--- config.mk ---
export PLATFORM = sky130hd
export DESIGN_NAME = extbus_master
export DESIGN_NICKNAME = d
export VERILOG_FILES = /design/src/rtl/extbus_pkg.sv /design/src/rtl/extbus_waitgen.sv /design/src/rtl/extbus_pins.sv /design/src/rtl/extbus_capture.sv /design/src/rtl/extbus_master.sv
export SDC_FILE = /design/constraint.sdc
export NUM_CORES = 1
export LEC_CHECK = 0
export BUFFER_PORTS_ARGS = -buffer_cell sky130_fd_sc_hd__buf_2
export CAP_MARGIN = 10
export CORE_ASPECT_RATIO = 0.75
export CORE_UTILIZATION = 32
export DETAILED_ROUTE_END_ITERATION = 8
export PLACE_DENSITY = 0.74
export SYNTH_ARGS = -nofsm -noshare
export SYNTH_HDL_FRONTEND = slang
export SYNTH_SLANG_ARGS = --single-unit
--- constraint.sdc ---
create_clock -name clk -period 1.3 [get_ports clk]
set_input_delay 0.26 -clock clk [delete_from_list [all_inputs] [get_ports clk]]
set_output_delay 0.26 -clock clk [all_outputs]
set_load 0.02 [all_outputs]
--- src/rtl/extbus_pkg.sv ---
package extbus_pkg;
  typedef enum logic {
    DIR_WRITE = 1'b0,
    DIR_READ  = 1'b1
  } bus_dir_e;
endpackage

--- src/rtl/extbus_waitgen.sv ---
module extbus_waitgen #(
  parameter int INT_WAIT_CYC = 1
) (
  input  logic clk,
  input  logic rst_n,
  input  logic active,
  input  logic cfg_wait_en,
  input  logic ext_wait_n,
  output logic done
);
  localparam int CW = $clog2(INT_WAIT_CYC + 1);
  localparam logic [CW-1:0] LIM = CW'(INT_WAIT_CYC);

  logic [CW-1:0] spent;
  logic          int_pending;

  assign int_pending = cfg_wait_en && (spent < LIM);
  assign done        = active && !int_pending && ext_wait_n;

  always_ff @(posedge clk or negedge rst_n) begin
    if (!rst_n)
      spent <= '0;
    else if (done || !active)
      spent <= '0;
    else if (spent != LIM)
      spent <= spent + 1'b1;
  end
endmodule

--- src/rtl/extbus_pins.sv ---
module extbus_pins
  import extbus_pkg::*;
#(
  parameter int AW = 3,
  parameter int DW = 16
) (
  input  logic          active,
  input  logic          write,
  input  logic [AW-1:0] addr,
  input  logic [DW-1:0] wdata,
  output logic [AW-1:0] bus_addr,
  output logic          bus_ds_n,
  output logic          bus_rnw,
  output logic [DW-1:0] bus_data_o,
  output logic          bus_data_oe
);
  bus_dir_e dir;

  always_comb begin
    dir         = write ? DIR_WRITE : DIR_READ;
    bus_ds_n    = !active;
    bus_addr    = active ? addr : '0;
    bus_rnw     = active ? (dir == DIR_READ) : 1'b1;
    bus_data_oe = active && (dir == DIR_WRITE);
    bus_data_o  = bus_data_oe ? wdata : '0;
  end
endmodule

--- src/rtl/extbus_capture.sv ---
module extbus_capture #(
  parameter int DW = 16
) (
  input  logic          clk,
  input  logic          rst_n,
  input  logic          take,
  input  logic [DW-1:0] din,
  output logic          rsp_valid,
  output logic [DW-1:0] rsp_rdata
);
  always_ff @(posedge clk or negedge rst_n) begin
    if (!rst_n) begin
      rsp_valid <= 1'b0;
      rsp_rdata <= '0;
    end else begin
      rsp_valid <= take;
      if (take) rsp_rdata <= din;
    end
  end
endmodule

--- src/rtl/extbus_master.sv ---
module extbus_master #(
  parameter int AW           = 3,
  parameter int DW           = 16,
  parameter int INT_WAIT_CYC = 1
) (
  input  logic          clk,
  input  logic          rst_n,
  input  logic          cfg_wait_en,
  input  logic          req_valid,
  output logic          req_ready,
  input  logic          req_write,
  input  logic [AW-1:0] req_addr,
  input  logic [DW-1:0] req_wdata,
  output logic          rsp_valid,
  output logic [DW-1:0] rsp_rdata,
  output logic [AW-1:0] bus_addr,
  output logic          bus_ds_n,
  output logic          bus_rnw,
  input  logic          bus_wait_n,
  output logic [DW-1:0] bus_data_o,
  output logic          bus_data_oe,
  input  logic [DW-1:0] bus_data_i
);
  logic done;

  extbus_waitgen #(.INT_WAIT_CYC(INT_WAIT_CYC)) u_wait (
    .clk(clk), .rst_n(rst_n), .active(req_valid),
    .cfg_wait_en(cfg_wait_en), .ext_wait_n(bus_wait_n), .done(done)
  );

  extbus_pins #(.AW(AW), .DW(DW)) u_pins (
    .active(req_valid), .write(req_write), .addr(req_addr), .wdata(req_wdata),
    .bus_addr(bus_addr), .bus_ds_n(bus_ds_n), .bus_rnw(bus_rnw),
    .bus_data_o(bus_data_o), .bus_data_oe(bus_data_oe)
  );

  extbus_capture #(.DW(DW)) u_cap (
    .clk(clk), .rst_n(rst_n), .take(done && !req_write), .din(bus_data_i),
    .rsp_valid(rsp_valid), .rsp_rdata(rsp_rdata)
  );

  assign req_ready = done;
endmodule

# After elaboration in Yosys (flattened, before gate mapping)
# Index checks and enable logic that the tools add are counted.
[op_classes]
n_lt_le_gt_ge = 1
n_mux = 6
add_sub_neg = 1
reduce_logical = 9
[op_table]
columns = ["op", "n"]
rows = [
  ["$mux W16", 1],
  ["$logic_and A1 B1 Y1", 5],
  ["$mux W1", 4],
  ["$logic_not A1 Y1", 3],
  ["$mux W3", 1],
  ["$add A1 B1 Y1 const B", 1],
  ["$logic_or A1 B1 Y1", 1],
  ["$lt A1 B1 Y1 const B", 1],
]
[totals]
register_bits = 18
word_cells = 20
output_inout_bits = 40

# Logic depth before layout (Yosys ltp)
# Gate-level depths: netlist (run 1).
[depth]
word_depth = 7
mapped_depth = 4

# Hierarchy
# From an unflattened synthesis (run 1), not the netlist that was laid out.
[unflattened]
hier_cells = 65
hier_area_um2 = 898.4
[by_module_without_submodules]
columns = ["mod", "cells_each", "seq_area_each_um2", "area_each_um2", "n_inst"]
rows = [
  ["extbus_capture", 35, 425.4, 674.4, 1],
  ["extbus_pins", 25, 0.0, 165.2, 1],
  ["extbus_waitgen", 4, 25.0, 45.0, 1],
  ["extbus_master", 1, 0.0, 13.8, 1],
]

# Worst setup path after synthesis (run 1)
# No wires, ideal clock.
[synth_timing]
path_type = "reg2reg"
startpoint = "register u_wait.spent"
endpoint = "register u_cap.rsp_rdata[10]"
period_less_slack_ns = 1.266
n_path_buf = 1
arrival_time_ns = 1.141
path_stages_with_launch = 5
path_slack_ns = 0.034
cell_sequence = "dfrtp_1 -> nand2b_2 -> nand4b_4 -> buf_6 -> mux2_4"
[synth_via]
elab_chain_cells = 6
[synth_lines]
columns = ["item", "line_no", "source"]
rows = [
  ["start, declared", "extbus_waitgen.sv:14", "logic [CW-1:0] spent;"],
  ["start signal, assigned", "extbus_waitgen.sv:26", "spent <= spent + 1'b1;"],
  ["$lt A1 B1 Y1", "extbus_waitgen.sv:17", "assign int_pending = cfg_wait_en && (spent < LIM);"],
  ["$logic_and A1 B1 Y1", "extbus_waitgen.sv:17", ""],
  ["$logic_not A1 Y1", "extbus_waitgen.sv:18", "assign done = active && !int_pending && ext_wait_n;"],
  ["$logic_and A1 B1 Y1 (2 in a row)", "extbus_waitgen.sv:18", ""],
  ["$logic_and A1 B1 Y1", "extbus_master.sv:38", ".clk(clk), .rst_n(rst_n), .take(done && !req_write), .din(bus_data_i),"],
  ["end signal, assigned", "extbus_capture.sv:17", "if (take) rsp_rdata <= din;"],
  ["end, declared", "extbus_capture.sv:9", "output logic [DW-1:0] rsp_rdata"],
]
# Every way passes these cells.
# A chain may end at the register's enable or synchronous reset.

# Final worst setup path (run 1)
[layout_timing]
startpoint = "register u_wait.spent"
endpoint = "output port req_ready"
[layout_via]
elab_chain_cells = 5
[layout_lines]
columns = ["item", "line_no", "source"]
rows = [
  ["$lt A1 B1 Y1", "extbus_waitgen.sv:17", ""],
  ["$logic_and A1 B1 Y1", "extbus_waitgen.sv:17", ""],
  ["$logic_not A1 Y1", "extbus_waitgen.sv:18", ""],
  ["$logic_and A1 B1 Y1 (2 in a row)", "extbus_waitgen.sv:18", ""],
  ["end, declared", "extbus_master.sv:10", "output logic req_ready,"],
]
# Every way passes these cells.

==> results of run 1 <==
[path summary, 6_finish.rpt]
path | endpoint
min reg2reg | u_cap.rsp_rdata[0]$_DFFE_PN0P_
min | u_cap.rsp_rdata[9]$_DFFE_PN0P_
max in group asynchronous | u_cap.rsp_rdata[4]$_DFFE_PN0P_
max reg2reg | u_cap.rsp_rdata[4]$_DFFE_PN0P_
min in group asynchronous | u_cap.rsp_rdata[12]$_DFFE_PN0P_
max | req_ready
[through the flow]
stage,TNS (ns),utilization
2_1_floorplan,0,-
5_1_grt,-0.0549,0.582
6_report,0,0.582
4_1_cts,-0.0364,0.567
3_3_place_gp,-0.108,0.543
3_5_place_dp,-0.806,0.543
[critical path, stage by stage (launching register included)]
cell and delay, ns:
dfrtp_1 0.37, nand2b_4 0.16, nand3_2 0.08, inv_2 0.04, buf_6 0.12
[state kept, by name (all words and copies together), names as in the netlist]
| signal | cells |
|---|---|
| u_wait.spent | 1 |
| u_cap.rsp_valid | 1 |
| u_cap.rsp_rdata | 16 |
[logic make-up (layout without fill, tap and decap cells)]
| kind of cell | count (synthesis) | after routing | share of synthesized area |
|---|---|---|---|
| muxes | 16 | 16 | 0.247 |
| DFF | 18 | 18 | 0.519 |
| AOI/OAI and AO/OA | 1 | 1 | 0.00577 |
| buffers and inverters | 8 | 92 | 0.0433 |
| and+or+nand+nor | 23 | 23 | 0.185 |
[metal layers]
metal	GRT usage	wire length (um)
met5	0	0
met4	0.0512	31
met1	0.207	1020
met2	0.264	1210
met3	0.0413	104
[repair_timing]
action | CTS | global route
hold endpoints to repair | 18 | 0
buffers inserted | 1 | 0
gates resized for setup | 1 | 4
hold buffers | 1 | 0
endpoints found under the setup margin | 17 | 3
gates cloned | 0 | 1
[power breakdown]
group / switching [uW] / internal [uW] / total [uW] / leakage, uW
logic: 336 / 301 / 637 / 0.000658
clock network: 148 / 107 / 255 / 0.0000138
registers: 60.4 / 676 / 736 / 0.000217
total: 544 / 1080 / 1630 / 0.000889
[synthesized netlist by cell type]
library cell	number	area [um2]
nand4b_4	1	23.8
nand2_1	1	3.75
a21oi_1	1	5.00
nand3_1	1	5.00
and2_1	3	18.8
mux2_4	9	135
clkbuf_1	3	11.3
buf_6	1	11.3
and3_1	16	100
dfrtp_1	18	450
nand2b_2	1	8.76
mux2_2	7	78.8
inv_1	4	15.0
[final cells by class]
class	instances	area, um2	share of cell area
flip-flops and latches	18	450	0.320
well taps	34	42.5	0.0302
multi-input cells	40	389	0.276
clock buffers	3	22.5	0.0160
inverters	4	15.0	0.0107
repair buffers	85	489	0.347
==> run summary, run 1 <==
drt first pass iters: 4
Net Count, Synth: 107
Setup Skew: 0.00741 ns
final non-filler cell total: 184
area grow syn2layout: 62.5%
Period Utilization, post-route: 0.999
Worst Path Max Fanout: 3
via/cell ratio: 4.24
Net count, final: 193
DRT Wirelength: 2370 um
Place WS: -0.0643 ns
Final setup viols: 0
commonest non-fill, non-tap cell in the layout: buf_2
Global Route Usage Sum: 0.158
Reg-to-Reg Start: u_wait.spent$_DFF_PN0_
iteration-0 DRC count of the detailed router: 13
maximum clock path buffer count: 2
routability cong.: 0.777
die height: 47.1 um
HP Start: bus_data_i[9]
die width: 62.1 um
fmax: 0.770 GHz
vias in the first global route: 686
min Tclk post-route: 1.30 ns
Initial Util: 0.358
IO buf count: 80
Tot Pwr: 1630 uW
Core Box Area: 0.00242 mm2
Top-Level Pins: 81
Final WS setup: 0.00138 ns
clock root cell: clkbuf_4
CP required: 1.04 ns
gr ovfl total: 0
routed via count: 781
Setup crit start: u_wait.spent$_DFF_PN0_
Routed Antenna Nets: 0
Synth Register Bits: 18
Worst Path Arrival: 1.04 ns
commonest non-fill, non-tap cells in the layout: buf_2, dfrtp_1, and3_1
DIE AREA: 0.00292 mm2
antenna cell count: 0
H-tree levels: 1
# rows: 15
clock latency on the worst-skew pair: 0.28 ns
hold path depth: 2
syn avg cell area: 13.1 um2
leakage: 0.000889 uW
Distinct cells, synth: 13
Fillers: 205
hpwl dp: 1920 um
post-synthesis sequential area ratio: 0.519
CTS tree: yes
Worst Tran Pin Value: 0.376 ns
Min-Delay Path Class: in -> reg
Worst-path clk slew: 0.09 ns
largest net degree at the start of global routing: 19
Num CTS Buffers: 3
R2R cell count: 4
Final Cell Area: 0.00141 mm2
Startpoint Class: register
Hold WS: 0.201 ns
status: complete, no violations
DRC Markers: 0
global-route wire length before repair: 3440 um
routed len/inst: 12.9 um
final slew viol count: 0
initial antenna violation count: 0
pwr dens: 1160 mW/mm2
RSZ-0062 raised after global routing: yes
Post-Syn Instances: 66
kind of critical path: reg -> out
synth warn: 0
Hold Vio Cnt, Final: 0
r2r setup slk: 0.06 ns
placed cell area: 0.00132 mm2
Worst Setup End Kind: output port
Mapped Area: 867 um2
Sink Count: 18
Worst VDD drop: 0.000445 V
maxcap violations: 0
layout cells sized above 1: 0.713
Worst slew margin: 0.749
dpl cells: 178
(Power assumes the default switching activity.)
==> run 2: changes to the inputs <==
--- a/config.mk
+++ b/config.mk
@@ -8,9 +8,10 @@
 export BUFFER_PORTS_ARGS = -buffer_cell sky130_fd_sc_hd__buf_2
 export CAP_MARGIN = 10
 export CORE_ASPECT_RATIO = 0.75
-export CORE_UTILIZATION = 32
+export CORE_UTILIZATION = 33
 export DETAILED_ROUTE_END_ITERATION = 8
-export PLACE_DENSITY = 0.74
+export PLACE_DENSITY = 0.75
 export SYNTH_ARGS = -nofsm -noshare
 export SYNTH_HDL_FRONTEND = slang
+export SYNTH_HIERARCHICAL = 1
 export SYNTH_SLANG_ARGS = --single-unit
==> run 2 against run 1 <==
Effect of this change: the flow now finishes with violations (negative setup slack); setup slack got worse by 0.083 ns; clock power increased by 36%; register-to-register slack worse by 0.14 ns; cell area down 0.62%; critical endpoint is now u_cap/rsp_rdata[9]$_DFFE_PN0P_; global-route usage up 0.87 points; die area rose by 0.45%; final cell count down 0.54%; via count increased by 3.8%; fmax fell by 6.0%; first-iteration DRC count fell by 31%; wire length is 2.7% higher; critical path depth grew 1.
==> run summary, run 2 <==
status: finished with violations
failing checks: negative setup slack
EDFF count, synth: 0 (unchanged)
most frequent cell after synthesis: dfrtp_1
delay-heaviest family, CP: simple AND/OR/NAND/NOR gates
Worst path max stage delay: 0.34 ns (-0.03 ns)
Core Box Area: 0.00244 mm2 (+0.78%)
Worst slew margin: 0.734 (-0.0154)
fmax: 0.724 GHz (-6.0%)
area leader, netlist: dfrtp_1
area grow syn2layout: 55.8%
clock root cell: clkbuf_4
Multi-input gate area: 412 um2 (+5.8%)
gr ovfl total: 0 (unchanged)
Worst Tran Pin Value: 0.399 ns (+0.0231 ns)
Mapped Area: 898 um2 (+3.6%)
syn avg cell area: 13.8 um2 (+5.2%)
Worst Path Arrival: 1.57 ns (+0.53 ns)
biggest regs: u_cap/rsp_rdata x16, u_cap/rsp_valid x1, u_wait/spent x1
commonest non-fill, non-tap cell in the layout: buf_2
vias in the first global route: 759 (+11%)
Slowest-stage cell, CP: dfrtp_1
Final setup viols: 17 (+17)
Synth Register Bits: 18 (unchanged)
post-synth top area share: 0.501 (-0.0181)
Reg-to-Reg Start: u_wait/spent$_DFF_PN0_
antenna cell count: 0 (unchanged)
number of flip-flops in the largest register: 16 (unchanged)
min Tclk post-route: 1.38 ns (+0.0826 ns)
Hold Vio Cnt, Final: 0 (unchanged)
Net Count, Synth: 106 (-0.93%)
most flop-heavy register: u_cap/rsp_rdata
IO buf count: 80 (unchanged)
drt first pass iters: 3 (-1)
RSZ-0062 raised after global routing: yes
routability cong.: 0.758 (-2.5%)
Num CTS Buffers: 3 (unchanged)
# rows: 15 (unchanged)
Final Cell Area: 0.00140 mm2 (-0.62%)
R2R cell count: 5 (+1)
final slew viol count: 0 (unchanged)
Main synth FF type: dfrtp_1
Period Utilization, post-route: 1.06 (+0.0635)
synth warn: 6 (+6)
Startpoint Class: register
clock latency on the worst-skew pair: 0.29 ns (about the same)
placed cell area: 0.00134 mm2 (+1.6%)
die height: 47.2 um (+0.22%)
post-CTS setup buffer count: 0 (-1)
DRT Wirelength: 2430 um (+2.7%)
Seq. cell area: 450 um2 (unchanged)
r2r setup slk: -0.08 ns (-0.14 ns)
async set-reset flop share out of synthesis: 1.00 (unchanged)
Min-Delay Path Class: in -> reg
CP required: 1.49 ns (+0.45 ns)
die width: 62.2 um (+0.23%)
Worst VDD drop: 0.000615 V (+38%)
Global Route Usage Sum: 0.166 (+0.00866)
global-route wire length before repair: 3600 um (+4.6%)
routed len/inst: 13.3 um (+3.3%)
maximum clock path buffer count: 2 (unchanged)
CP Cell Sequence: nand2b_4 > and3_4 > nor2b_4 > buf_12 > mux2_4
Area contributors post-synth: dfrtp_1, mux2_4, mux2_2
end of the critical path: u_cap/rsp_rdata[9]$_DFFE_PN0P_
dpl cells: 178 (unchanged)
Final WS setup: -0.0812 ns (-0.0826 ns)
Post-Syn Instances: 65 (-1.5%)
Top-Level Pins: 81 (unchanged)
post-synthesis sequential area ratio: 0.501 (-0.0181)
Distinct cells, synth: 16 (+3)
leakage: 0.000830 uW (-6.7%)
stages on the worst setup path: 5 (+1)
hpwl dp: 1990 um (+4.1%)
DIE AREA: 0.00294 mm2 (+0.45%)
CTS tree: yes
kind of critical path: reg -> reg
final non-filler cell total: 183 (-0.54%)
Net count, final: 191 (-1.0%)
Setup Skew: 0.00111 ns (-0.00630 ns)
H-tree levels: 1 (unchanged)
initial antenna violation count: 0 (unchanged)
routed via count: 811 (+3.8%)
iteration-0 DRC count of the detailed router: 9 (-4)
Worst Path Max Fanout: 13 (+10)
Routed Antenna Nets: 0 (unchanged)
Worst-path clk slew: 0.10 ns (about the same)
Fillers: 221 (+7.8%)
pwr dens: 1230 mW/mm2 (+6.6%)
largest net degree at the start of global routing: 24 (+5)
via/cell ratio: 4.43 (+4.4%)
Setup crit start: u_wait/spent$_DFF_PN0_
maxcap violations: 0 (unchanged)
commonest non-fill, non-tap cells in the layout: buf_2, dfrtp_1, mux2_4
Sink Count: 18 (unchanged)
Post-synth top cells: dfrtp_1, mux2_4, and3_1, and3_2, mux2_2
layout cells sized above 1: 0.779 (+0.0652)
Initial Util: 0.368 (+0.0101)
DRC Markers: 0 (unchanged)
CP bufs+invs: 1 (-1)
R2R Path End: u_cap/rsp_rdata[9]$_DFFE_PN0P_
Worst Setup End Kind: register
## run 2: logic make-up (layout without fill, tap and decap cells)
family	after synthesis	count (layout)	synth area share
compound gates	1	1	0.00836
buf+inv	6	90	0.0627
mux	16	16	0.242
flops	18	18	0.501
simple gates	24	24	0.185
## run 2: worst min-delay path by stage
stage / from / end / slack, ns / cells after the start
global placement: rst_n / u_cap/rsp_rdata[4]$_DFFE_PN0P_ / 0.20 / 1
detailed placement: rst_n / u_wait/spent$_DFF_PN0_ / 0.21 / 1
CTS: bus_wait_n / u_wait/spent$_DFF_PN0_ / 0.14 / 2
floorplan: rst_n / u_cap/rsp_rdata[0]$_DFFE_PN0P_ / -0.04 / 0
global route: bus_wait_n / u_wait/spent$_DFF_PN0_ / 0.14 / 2
finish: bus_wait_n / u_wait/spent$_DFF_PN0_ / 0.15 / 2
## run 2: what timing repair did
action | CTS | global route
hold buffers | 1 | 0
endpoints found under the hold margin | 18 | 0
gates resized for setup | 4 | 0
endpoints found under the setup margin | 17 | 17
## run 2: metal layers
metal,global-route usage,share of wire,wire [um]
met1,0.194,0.37,910
met2,0.314,0.59,1420
met3,0.0437,0.030,73
met4,0.0512,0.0086,21
met5,0,0,0
## run 2: through the flow
step	total power, uW	setup slack [ns]	util	hold slack (ns)	setup TNS, ns
after detailed placement	1380	-0.125	0.548	0.210	-1.43
final	1720	-0.0812	0.574	0.152	-1.27
after global routing	1820	-0.144	0.574	0.140	-2.31
after floorplan	1130	-0.146	-	-0.0356	-1.68
after global placement	1350	-0.0972	0.548	0.200	-1.19
after CTS	1740	-0.0884	0.574	0.143	-1.36
## run 2: cell type report
type                       count  area share
clock buffer                   4      0.0259
inverter                       1     0.00268
multi-input combinational     41       0.294
sequential                    18       0.322
tap                           34      0.0304
timing repair buffer          85       0.325
## run 2: power by group
part           leakage [uW]  internal [uW]  switching [uW]
registers          0.000217            676            64.1
logic              0.000592            307             331
clock network     0.0000210            171             175
## run 2: worst register-to-register path, cell delays in order, from the launching register on
cell	delay, ns
dfrtp_1	0.34
nand2b_4	0.12
and3_4	0.17
nor2b_4	0.17
buf_12	0.17
mux2_4	0.31
==> run 3: changes to the inputs <==
==> constraint.sdc (replaced) <==
create_clock -name clk -period 1.3 [get_ports clk]
set_input_delay 0.13 -clock clk [delete_from_list [all_inputs] [get_ports clk]]
set_output_delay 0.13 -clock clk [all_outputs]
set_load 0.02 [all_outputs]
==> run 3 against run 2 <==
Effect of this change: highest routed layer unchanged; the run still ends with negative setup slack left; via count is 2.1% lower; largest power group unchanged; non-clock buffer count stayed put; clock-buffer cell count stayed put; critical path depth stayed put; register-to-register slack hardly changed; cell area is 0.18% lower; combinational power is 0.8% lower; critical endpoint is now u_cap/rsp_rdata[6]$_DFFE_PN0P_; largest cell class unchanged; wire length is 5.8% lower; final cell count stayed put; hold slack worse by 0.13 ns.
==> run summary, run 3 (synthesis results as in run 2) <==
final slew viol count: 0 (unchanged)
RSZ-0062 raised after global routing: yes
r2r setup slk: -0.07 ns (about the same)
antenna cell count: 0 (unchanged)
routed via count: 794 (-2.1%)
Global Route Usage Sum: 0.152 (-0.0143)
layout cells sized above 1: 0.779 (unchanged)
DIE AREA: 0.00294 mm2 (unchanged)
Setup Skew: 0.000605 ns (-0.000501 ns)
routed len/inst: 12.5 um (-5.8%)
routability cong.: 0.766 (+1.1%)
status: finished with violations
post-CTS setup buffer count: 0 (unchanged)
biggest regs: u_cap/rsp_rdata x16, u_cap/rsp_valid x1, u_wait/spent x1
gr ovfl total: 0 (unchanged)
Hold WS: 0.0234 ns (-0.128 ns)
CTS tree: yes
Slowest-stage cell, CP: dfrtp_1
hpwl dp: 1850 um (-7.5%)
area grow syn2layout: 55.6%
Worst slew margin: 0.744 (+0.0105)
commonest non-fill, non-tap cells in the layout: buf_2, dfrtp_1, mux2_4
min Tclk post-route: 1.37 ns (-0.00686 ns)
Endpoint, Worst Hold: u_wait/spent$_DFF_PN0_
die width: 62.2 um (unchanged)
Startpoint Class: register
Routed Antenna Nets: 0 (unchanged)
commonest non-fill, non-tap cell in the layout: buf_2
Final setup viols: 16 (-1)
number of flip-flops in the largest register: 16 (unchanged)
Top-Level Pins: 81 (unchanged)
Fillers: 230 (+4.1%)
fmax: 0.728 GHz (+0.50%)
hold path depth: 2 (unchanged)
Worst Path Max Fanout: 13 (unchanged)
Sink Count: 18 (unchanged)
pwr dens: 1220 mW/mm2 (-0.62%)
drt first pass iters: 4 (+1)
IO buf count: 80 (unchanged)
die height: 47.2 um (unchanged)
kind of critical path: reg -> reg
Place WS: -0.0920 ns (+0.0332 ns)
Period Utilization, post-route: 1.06 (-0.00528)
Final WS setup: -0.0743 ns (+0.00686 ns)
Initial Util: 0.368 (unchanged)
DRT Wirelength: 2290 um (-5.8%)
Hold Vio Cnt, Final: 0 (unchanged)
Worst Tran Pin Value: 0.384 ns (-0.0158 ns)
initial antenna violation count: 0 (unchanged)
clock root cell: clkbuf_4
H-tree levels: 1 (unchanged)
Net count, final: 191 (unchanged)
Worst-path clk slew: 0.10 ns (about the same)
final core utilization: 0.573 (-0.00102)
CP Cell Sequence: nand2b_4 > and3_4 > nor2b_4 > buf_12 > mux2_4
# rows: 15 (unchanged)
R2R cell count: 5 (unchanged)
Worst Path Arrival: 1.56 ns (about the same)
Reg-to-Reg Start: u_wait/spent$_DFF_PN0_
Worst path max stage delay: 0.34 ns (about the same)
R2R Path End: u_cap/rsp_rdata[6]$_DFFE_PN0P_
HP Start: bus_wait_n
Tot Pwr: 1710 uW (-0.80%)
via/cell ratio: 4.34 (-2.1%)
global-route wire length before repair: 3440 um (-4.6%)
iteration-0 DRC count of the detailed router: 24 (+15)
CP bufs+invs: 1 (unchanged)
maxcap violations: 0 (unchanged)
DRC Markers: 0 (unchanged)
Num CTS Buffers: 3 (unchanged)
leakage: 0.000830 uW (about the same)
clock latency on the worst-skew pair: 0.29 ns (about the same)
Worst Setup End Kind: register
Core Box Area: 0.00244 mm2 (unchanged)
failing checks: negative setup slack
CP required: 1.48 ns (about the same)
delay-heaviest family, CP: simple AND/OR/NAND/NOR gates
vias in the first global route: 740 (-2.5%)
most flop-heavy register: u_cap/rsp_rdata
maximum clock path buffer count: 2 (unchanged)
largest net degree at the start of global routing: 24 (unchanged)
Min-Delay Path Class: in -> reg
Worst VDD drop: 0.000697 V (+13%)
-- run 3: cell counts in the layout (fill, tap and decap cells not counted) --
No cell type changed its count.
-- run 3: worst max path at each step --
stage,startpoint,endpoint,cells past startpoint
2_1_floorplan,u_wait/spent$_DFF_PN0_,u_cap/rsp_rdata[10]$_DFFE_PN0P_,6
3_3_place_gp,u_wait/spent$_DFF_PN0_,u_cap/rsp_rdata[0]$_DFFE_PN0P_,5
3_5_place_dp,u_wait/spent$_DFF_PN0_,u_cap/rsp_rdata[0]$_DFFE_PN0P_,5
4_1_cts,u_wait/spent$_DFF_PN0_,u_cap/rsp_rdata[6]$_DFFE_PN0P_,5
5_1_grt,u_wait/spent$_DFF_PN0_,u_cap/rsp_rdata[8]$_DFFE_PN0P_,5
6_report,u_wait/spent$_DFF_PN0_,u_cap/rsp_rdata[6]$_DFFE_PN0P_,5
-- run 3: repair_timing --
action	4_1_cts	5_1_grt
resized for setup	3	0
endpoints found under the setup margin	16	16
hold buffers	1	0
endpoints found under the hold margin	18	0
pin swaps	0	0
-- run 3: metal layers --
metal	share of wire	GRT usage	wire length, um
met3	0.018	0.0291	42
met2	0.56	0.290	1280
met1	0.41	0.183	943
met5	0	0	0
met4	0.0083	0.0419	19
-- run 3: metrics by stage --
| stage | instance area [um2] | setup TNS (ns) | instances |
|---|---|---|---|
| floorplan | 903 | -1.68 | 65 |
| global placement | 1340 | -0.421 | 178 |
| detailed placement | 1340 | -0.922 | 178 |
| CTS | 1400 | -1.14 | 183 |
| global route | 1400 | -1.61 | 183 |
| finish | 1400 | -1.01 | 183 |
-- run 3: final cells by class --
type | instances | area [um2] | area share
Timing Repair Buffer | 85 | 453 | 0.324
Sequential cell | 18 | 450 | 0.322
Multi-Input combinational cell | 41 | 412 | 0.295
Tap cell | 34 | 42.5 | 0.0304
Clock buffer | 4 | 36.3 | 0.0260
Inverter | 1 | 3.75 | 0.00269
-- run 3: where the power goes --
part	internal [uW]	switching (uW)	total (uW)	leakage, uW
sequential	675	59.6	735	0.000217
clock	171	171	342	0.0000210
combinational	307	327	634	0.000592
total	1150	558	1710	0.000830
-- run 3: worst register-to-register path: cells and delay by family, from the launching register on --
kind | cells | cell delay [ns]
buffers and inverters | 1 | 0.17
muxes | 1 | 0.31
DFF | 1 | 0.34
and+or+nand+nor | 3 | 0.44
